<file path="src/rtl/flash_irq_pkg.sv">
package flash_irq_pkg;
  localparam int SRC_CNT = 12;
  localparam int BIT_CMD_REQ   = 0;
  localparam int BIT_RD_REQ    = 1;
  localparam int BIT_WR_REQ    = 2;
  localparam int BIT_ECC_FIX   = 3;
  localparam int BIT_ECC_FAIL  = 4;
  localparam int BIT_BAD_CS1   = 5;
  localparam int BIT_BAD_CS0   = 6;
  localparam int BIT_DONE_CS1  = 7;
  localparam int BIT_DONE_CS0  = 8;
  localparam int BIT_PAGE_CS1  = 9;
  localparam int BIT_PAGE_CS0  = 10;
  localparam int BIT_FLASH_RDY = 11;
  localparam int BIT_CTRL_RDY  = 12;

  typedef enum logic {
    SEL_STATUS = 1'b0,
    SEL_MASK   = 1'b1
  } reg_sel_e;
endpackage

</file>
<file path="src/rtl/flash_irq_status.sv">
module flash_irq_status #(
  parameter int NUM_SRC = 12,
  parameter logic [NUM_SRC:0] RESTART_VAL = 13'h1800
) (
  input  logic               clk,
  input  logic               rst,
  input  logic [NUM_SRC:0]   evt,
  input  logic               cmd_start,
  input  logic               restart,
  input  logic               wr_stat,
  input  logic [NUM_SRC-1:0] wdata,
  output logic [NUM_SRC:0]   status
);
  logic [NUM_SRC-1:0] clr;

  assign clr = wr_stat ? wdata : '0;

  for (genvar i = 0; i < NUM_SRC; i++) begin : g_src
    always_ff @(posedge clk) begin
      if (rst)
        status[i] <= 1'b0;
      else if (restart)
        status[i] <= RESTART_VAL[i];
      else
        status[i] <= evt[i] | (status[i] & ~clr[i]);
    end
  end

  always_ff @(posedge clk) begin
    if (rst)
      status[NUM_SRC] <= 1'b0;
    else if (restart)
      status[NUM_SRC] <= RESTART_VAL[NUM_SRC];
    else
      status[NUM_SRC] <= evt[NUM_SRC] | (status[NUM_SRC] & ~cmd_start);
  end
endmodule

</file>
<file path="src/rtl/flash_irq_mask.sv">
module flash_irq_mask #(
  parameter int NUM_SRC = 12
) (
  input  logic               clk,
  input  logic               rst,
  input  logic               wr_mask,
  input  logic [NUM_SRC-1:0] wdata,
  output logic [NUM_SRC-1:0] mask
);
  always_ff @(posedge clk) begin
    if (rst)
      mask <= '1;
    else if (wr_mask)
      mask <= wdata;
  end
endmodule

</file>
<file path="src/rtl/flash_irq_out.sv">
module flash_irq_out #(
  parameter int NUM_SRC = 12,
  parameter int DATA_W  = 32
) (
  input  logic               clk,
  input  logic               rst,
  input  logic               sel,
  input  logic [NUM_SRC:0]   status,
  input  logic [NUM_SRC-1:0] mask,
  output logic [DATA_W-1:0]  rdata,
  output logic               irq
);
  localparam int STAT_W = NUM_SRC + 1;

  logic [DATA_W-1:0] rd_next;

  always_comb begin
    rd_next = '0;
    if (sel == flash_irq_pkg::SEL_MASK)
      rd_next[NUM_SRC-1:0] = mask;
    else
      rd_next[STAT_W-1:0] = status;
  end

  always_ff @(posedge clk) begin
    if (rst) begin
      rdata <= '0;
      irq   <= 1'b0;
    end else begin
      rdata <= rd_next;
      irq   <= |(status[NUM_SRC-1:0] & ~mask);
    end
  end
endmodule

</file>
<file path="src/rtl/flash_irq_regs.sv">
module flash_irq_regs #(
  parameter int NUM_SRC = flash_irq_pkg::SRC_CNT,
  parameter int DATA_W  = 32,
  parameter logic [NUM_SRC:0] RESTART_VAL = 13'h1800
) (
  input  logic               clk,
  input  logic               rst,
  input  logic [NUM_SRC:0]   evt_i,
  input  logic               cmd_start_i,
  input  logic               clk_restart_i,
  input  logic               reg_wr_i,
  input  logic               reg_sel_i,
  input  logic [NUM_SRC-1:0] reg_wdata_i,
  output logic [DATA_W-1:0]  reg_rdata_o,
  output logic               irq_o
);
  logic [NUM_SRC:0]   status_q;
  logic [NUM_SRC-1:0] mask_q;
  logic               wr_stat;
  logic               wr_mask;

  assign wr_stat = reg_wr_i && (reg_sel_i == flash_irq_pkg::SEL_STATUS);
  assign wr_mask = reg_wr_i && (reg_sel_i == flash_irq_pkg::SEL_MASK);

  flash_irq_status #(.NUM_SRC(NUM_SRC), .RESTART_VAL(RESTART_VAL)) u_status (
    .clk(clk), .rst(rst), .evt(evt_i), .cmd_start(cmd_start_i),
    .restart(clk_restart_i), .wr_stat(wr_stat), .wdata(reg_wdata_i),
    .status(status_q)
  );

  flash_irq_mask #(.NUM_SRC(NUM_SRC)) u_mask (
    .clk(clk), .rst(rst), .wr_mask(wr_mask), .wdata(reg_wdata_i),
    .mask(mask_q)
  );

  flash_irq_out #(.NUM_SRC(NUM_SRC), .DATA_W(DATA_W)) u_out (
    .clk(clk), .rst(rst), .sel(reg_sel_i), .status(status_q),
    .mask(mask_q), .rdata(reg_rdata_o), .irq(irq_o)
  );
endmodule

</file>
<file path="config.mk">
export PLATFORM = sky130hd
export DESIGN_NAME = flash_irq_regs
export DESIGN_NICKNAME = d
export VERILOG_FILES = /design/src/rtl/flash_irq_pkg.sv /design/src/rtl/flash_irq_status.sv /design/src/rtl/flash_irq_mask.sv /design/src/rtl/flash_irq_out.sv /design/src/rtl/flash_irq_regs.sv
export SDC_FILE = /design/constraint.sdc
export NUM_CORES = 1
export LEC_CHECK = 0
export BUFFER_PORTS_ARGS = -buffer_cell sky130_fd_sc_hd__buf_2
export CAP_MARGIN = 5
export CORE_MARGIN = 2
export CORE_UTILIZATION = 30
export CTS_BUF_LIST = sky130_fd_sc_hd__clkbuf_4 sky130_fd_sc_hd__clkbuf_8
export DETAILED_ROUTE_END_ITERATION = 8
export HOLD_SLACK_MARGIN = 0.03
export SLEW_MARGIN = 20
export SYNTH_ARGS = -nofsm -noshare
export SYNTH_HDL_FRONTEND = slang
export SYNTH_SLANG_ARGS = --single-unit
</file>
<file path="constraint.sdc">
create_clock -name clk -period 1.72 [get_ports clk]
set_clock_uncertainty 0.05 [all_clocks]
set_input_delay 0.344 -clock clk [delete_from_list [all_inputs] [get_ports clk]]
set_output_delay 0.344 -clock clk [all_outputs]
set_load 0.005 [all_outputs]
</file>
# [After elaboration in Yosys (flattened, before gate mapping)]
# Index checks and enable logic that the tools add are counted.
[totals] ff_bits=58 input_bits=31 out_inout_bits=33 wordCells=69
[classes] mux=4 bitwise=42 n_reduce_logical=5
[op_table] cell="$mux W12" n=2
[op_table] cell="$not A1 Y1" n=14
[op_table] cell="$and A1 B1 Y1" n=13
[op_table] cell="$or A1 B1 Y1" n=13
[op_table] cell="$and A12 B12 Y12" n=1
[op_table] cell="$not A12 Y12" n=1
[op_table] cell="$reduce_or A12 Y1" n=1
[op_table] cell="$reduce_or A2 Y1" n=2
[op_table] cell="$logic_and A1 B1 Y1" n=2
[op_table] cell="$mux W1" n=2

# [Logic depth before layout (Yosys ltp)]
[depth] word_depth=7 depth_mapped=4

# [Modules after synthesis]
# From an unflattened synthesis, not the netlist that was laid out.
[hier_totals] cells_unflattened=163 hier_area_um2=1706.6
[modules_own_cells] module="flash_irq_out" n_inst=1 cells_each=78 area_per_inst_um2=749.5
[modules_own_cells] module="flash_irq_status" n_inst=1 cells_each=44 area_per_inst_um2=484.2
[modules_own_cells] module="flash_irq_mask" n_inst=1 cells_each=39 area_per_inst_um2=456.7
[modules_own_cells] module="flash_irq_regs" n_inst=1 cells_each=2 area_per_inst_um2=16.3

# [Least setup slack after synthesis]
# OpenSTA, ideal clock, no wires.
[synth_timing] kind="register to register" start="reg u_mask.mask[9]" end="reg u_out.irq" arrival_ns=0.936 t_required_ns=1.532 path_slack_ns=0.596 path_stages_with_launch=4 path_buffers=0 cell_sequence="dfxtp_1 -> and2b_1 -> a2111oi_0 -> a31oi_1"
[synth_between] elab_chain_cells=3
[synth_rtl] item="start: declaration" line_no="flash_irq_mask.sv:8" text="output logic [NUM_SRC-1:0] mask"
[synth_rtl] item="start signal: assignment" line_no="flash_irq_mask.sv:14" text="mask <= wdata;"
[synth_rtl] item="$not A12 Y12" line_no="flash_irq_out.sv:31" text="irq <= |(status[NUM_SRC-1:0] & ~mask);"
[synth_rtl] item="$and A12 B12 Y12" line_no="flash_irq_out.sv:31"
[synth_rtl] item="$reduce_or A12 Y1" line_no="flash_irq_out.sv:31"
[synth_rtl] item="end signal: assignment" line_no="flash_irq_out.sv:31"
[synth_rtl] item="end: declaration" line_no="flash_irq_out.sv:11" text="output logic irq"
# No other way between the ends.
# A chain may end at the register's enable or synchronous reset.

# [Worst setup path after layout]
# Ends and elaborated chain as after synthesis.

==> metrics.log <==
INFO  metric status = finished, final reports clean
INFO  metric transition_time_at_the_pin_with_the_least_slew_margin = slightly below 0.5 ns
INFO  metric drv_cap = 0
INFO  metric r2r_setup_slack = between 0.3 and 0.4 ns
INFO  metric grt_start_max_net_pins = 29
INFO  metric gpl.final_weighted_congestion = ~0.73
INFO  metric synth.yosys.warnings = 0
INFO  metric worst_setup_hold_path_clk_slew = around 0.070 ns
INFO  metric crit_path_cell_trace = and2b_1 > a2111oi_0 > a31oi_1
INFO  metric dpl.hpwl = 2600 µm
INFO  metric synth-seq-cells = 39
INFO  metric vias_post_dr = 1246
INFO  metric hold_start = evt_i[4]
INFO  metric critical_path_class = reg -> reg
INFO  metric reg2reg_to = u_out.irq
INFO  metric via_count_of_the_first_global_routing_pass = roughly 1.2k
INFO  metric commonest_non_fill_non_tap_cells_in_the_layout = sky130_fd_sc_hd__buf_2, sky130_fd_sc_hd__dfxtp_1, sky130_fd_sc_hd__conb_1
INFO  metric post-route-min-period = 1.35 ns
INFO  metric reg2regPathDepth = 3
INFO  metric grt_pass1_wl = approximately 5900 µm
INFO  metric maxSlewViolCount = 0
INFO  metric fp.dieW = a little under 80 µm
INFO  metric mostFrequentLayoutCell = sky130_fd_sc_hd__buf_2
INFO  metric num_antenna_cells = 0
INFO  metric die_height = roughly 79 µm
INFO  metric syn2layout_area_growth = 18.5%
INFO  metric grt_most_used_layer = met2
INFO  metric cts_tree = yes
INFO  metric grt_overflow_total = 0
INFO  metric crit_slowest_cell = sky130_fd_sc_hd__a2111oi_0
INFO  metric cts_setup_buffers = 0
INFO  metric layout-drive-gt1-share = 0.336
INFO  metric routed_via_density = roughly 4.4
INFO  metric global_route.usage.met3 = 0.0455
INFO  metric use_met1 = 0.165
INFO  metric required = roughly 1.8 ns
INFO  metric drc = 0
INFO  metric final_ant_viol_nets = 0
INFO  metric holdPathStages = 2
INFO  metric power.static_leakage = 0.979 nW
INFO  metric die_area = roughly 0.0063 mm²
INFO  metric cts_num_sinks = 39
INFO  metric crit_fanout = 3
INFO  metric finalSetupTns = 0 ns
INFO  metric input_output_buffers = between 40 and 50
INFO  metric cts-root-to-sink-buffers = 2
INFO  metric postRouteWirelength = roughly 3600 µm
INFO  metric post_cts.resized_instances = 0
INFO  metric cts.htree.levels = 2
INFO  metric worst_hold_path.endpoint = u_status.status[4]
INFO  metric clkLatencyLatePin = 0.29 ns
INFO  metric wl_per_cell = 12.8 µm
INFO  metric finish.net_count = roughly 240
INFO  metric num_rows = 27
INFO  metric design.core.area = roughly 0.0055 mm²
INFO  metric globalRouteMet2Util = 0.184
INFO  metric utilization = 0.366
INFO  metric drt-pass1-iter-count = 4
INFO  metric unrepaired_setup_endpoints_after_global_routing = no
INFO  metric io-pin-count = 64
INFO  metric post_synth.cell_area_avg = 10.3 µm²
INFO  metric peakVddDrop = between 0.3 and 0.4 mV
INFO  metric synth_cell_types = 26
INFO  metric power.density = between 900 and 1000 mW/mm²
INFO  metric crit_path_end_kind = flop
INFO  metric globalRouteTotalUtil = 0.127
INFO  metric cts_buffers = 5
INFO  metric slew_headroom = 0.664
INFO  metric postSynthCellCount = about 160
INFO  metric fmax = between 700 and 800 MHz
INFO  metric grt_antenna_before_repair = 0
INFO  metric finalSetupViolations = 0
INFO  metric critical_path_arrival = 1.46 ns
INFO  metric hold_violations = 0
INFO  metric holdCritPathClass = in -> reg
INFO  metric synthesis.area = about 0.0017 mm²
INFO  metric worst_setup_path_start_kind = flop
INFO  metric layout_worst_path_cycle_share = 0.784
INFO  metric drt_first_iter_violations = a little over 70
INFO  metric crit_path_max_incr_delay = about 0.48 ns
INFO  metric start_util = 0.309
INFO  metric synth.yosys.seq_area_share = 0.461
INFO  metric filler_cell_count = 594
INFO  metric post_cts_hold_buffer_count = 0
INFO  metric clk_tree_root_cell = sky130_fd_sc_hd__clkbuf_8
INFO  metric reg2reg_from = u_mask.mask[9]
-- how the worst max path moves through the flow --
stage | startpoint | end | slack (ns) | depth (start not counted)
finish | u_mask.mask[9] | u_out.irq | 0.37 | 3
global route | u_mask.mask[7] | u_out.irq | 0.36 | 3
CTS | u_mask.mask[9] | u_out.irq | 0.38 | 3
detailed placement | reg_sel_i | u_status.status[9] | 0.31 | 5
global placement | reg_sel_i | u_status.status[10] | 0.35 | 5
floorplan | u_mask.mask[9] | u_out.irq | 0.60 | 3
-- area by class of cell --
cell class                      count  area [µm²]  area share
Inverter                            3        11.3     0.00561
Multi-Input combinational cell    112         749       0.374
Sequential cell                    39         781       0.389
Clock buffer                        7        96.3      0.0480
Clock inverter                      1        7.51     0.00374
Timing Repair Buffer               49         270       0.135
Tap cell                           72        90.1      0.0449
-- Yosys cell counts --
| cell | n | area share |
|---|---|---|
| sky130_fd_sc_hd__nor2b_1 | 6 | 0.022 |
| sky130_fd_sc_hd__buf_6 | 3 | 0.020 |
| sky130_fd_sc_hd__dfxtp_1 | 39 | 0.46 |
| sky130_fd_sc_hd__nor2b_2 | 1 | 0.0052 |
| sky130_fd_sc_hd__conb_1 | 1 | 0.0022 |
| sky130_fd_sc_hd__a21boi_0 | 10 | 0.044 |
| sky130_fd_sc_hd__a31oi_1 | 1 | 0.0037 |
| sky130_fd_sc_hd__a2111oi_1 | 1 | 0.0059 |
| sky130_fd_sc_hd__and2b_1 | 3 | 0.013 |
| sky130_fd_sc_hd__nand2b_1 | 1 | 0.0037 |
| sky130_fd_sc_hd__buf_12 | 1 | 0.012 |
| sky130_fd_sc_hd__o21a_1 | 11 | 0.049 |
| sky130_fd_sc_hd__clkbuf_1 | 4 | 0.0089 |
| sky130_fd_sc_hd__nand2_2 | 1 | 0.0037 |
| sky130_fd_sc_hd__inv_1 | 3 | 0.0067 |
| sky130_fd_sc_hd__buf_4 | 20 | 0.089 |
| sky130_fd_sc_hd__a211o_1 | 12 | 0.062 |
| sky130_fd_sc_hd__and3_1 | 1 | 0.0037 |
| sky130_fd_sc_hd__a21bo_2 | 1 | 0.0059 |
| sky130_fd_sc_hd__a21oi_1 | 2 | 0.0059 |
| sky130_fd_sc_hd__and3_2 | 11 | 0.049 |
| sky130_fd_sc_hd__mux2i_1 | 12 | 0.071 |
| sky130_fd_sc_hd__a2111oi_0 | 2 | 0.010 |
| sky130_fd_sc_hd__a21boi_1 | 1 | 0.0044 |
| sky130_fd_sc_hd__nor3b_1 | 1 | 0.0044 |
| sky130_fd_sc_hd__nor2_1 | 15 | 0.033 |
-- critical path: cells and delay by family, from the launching register on --
kind             cells  cell delay [ns]
flip-flops           1             0.35
AND/OR/NAND/NOR      1             0.18
AO/OA/AOI/OAI        2             0.64
-- per-stage QoR --
stage | area, µm² | hold slack, ns | cells | total power, W | setup slack (ns)
after global placement | 1900 | 0.412 | 275 | 0.00123 | 0.348
after CTS | 2010 | 0.190 | 283 | 0.00194 | 0.381
after global routing | 2010 | 0.190 | 283 | 0.00200 | 0.355
after detailed placement | 1900 | 0.416 | 275 | 0.00124 | 0.311
after floorplan | 1760 | 0.395 | 182 | 0.00117 | 0.596
final | 2010 | 0.204 | 283 | 0.00190 | 0.371
-- report_power, final --
part | internal, W | switching, W | total, W | leakage [nW]
Combinational | 0.000114 | 0.000108 | 0.000222 | 0.605
Clock | 0.000365 | 0.000319 | 0.000683 | 0.0505
Sequential | 0.000962 | 0.0000283 | 0.000990 | 0.323
Total | 0.00144 | 0.000455 | 0.00190 | 0.979
-- sequential cells by signal (all words and copies together) (netlist names) --
name and flops:
u_mask.mask 12, u_out.rdata 13, u_out.irq 1, u_status.status 13
-- logic make-up (layout without fill, tap and decap cells) --
logic type             after synthesis  count (layout)  share of synthesized area
AO/OA/AOI/OAI                       41              41                      0.191
flip-flops                          39              39                      0.461
buffers and inverters               31              60                      0.136
AND/OR/NAND/NOR                     40              40                      0.138
multiplexers                        12              12                     0.0710
other                                1              19                    0.00222
-- routing by layer --
metal	part of all wire	routed length, µm	up-vias
met5	0	0	-
met4	0.020	73	0
met3	0.068	245	5
met2	0.44	1580	52
met1	0.47	1720	569
li1	-	-	620
(Power assumes the default switching activity.)
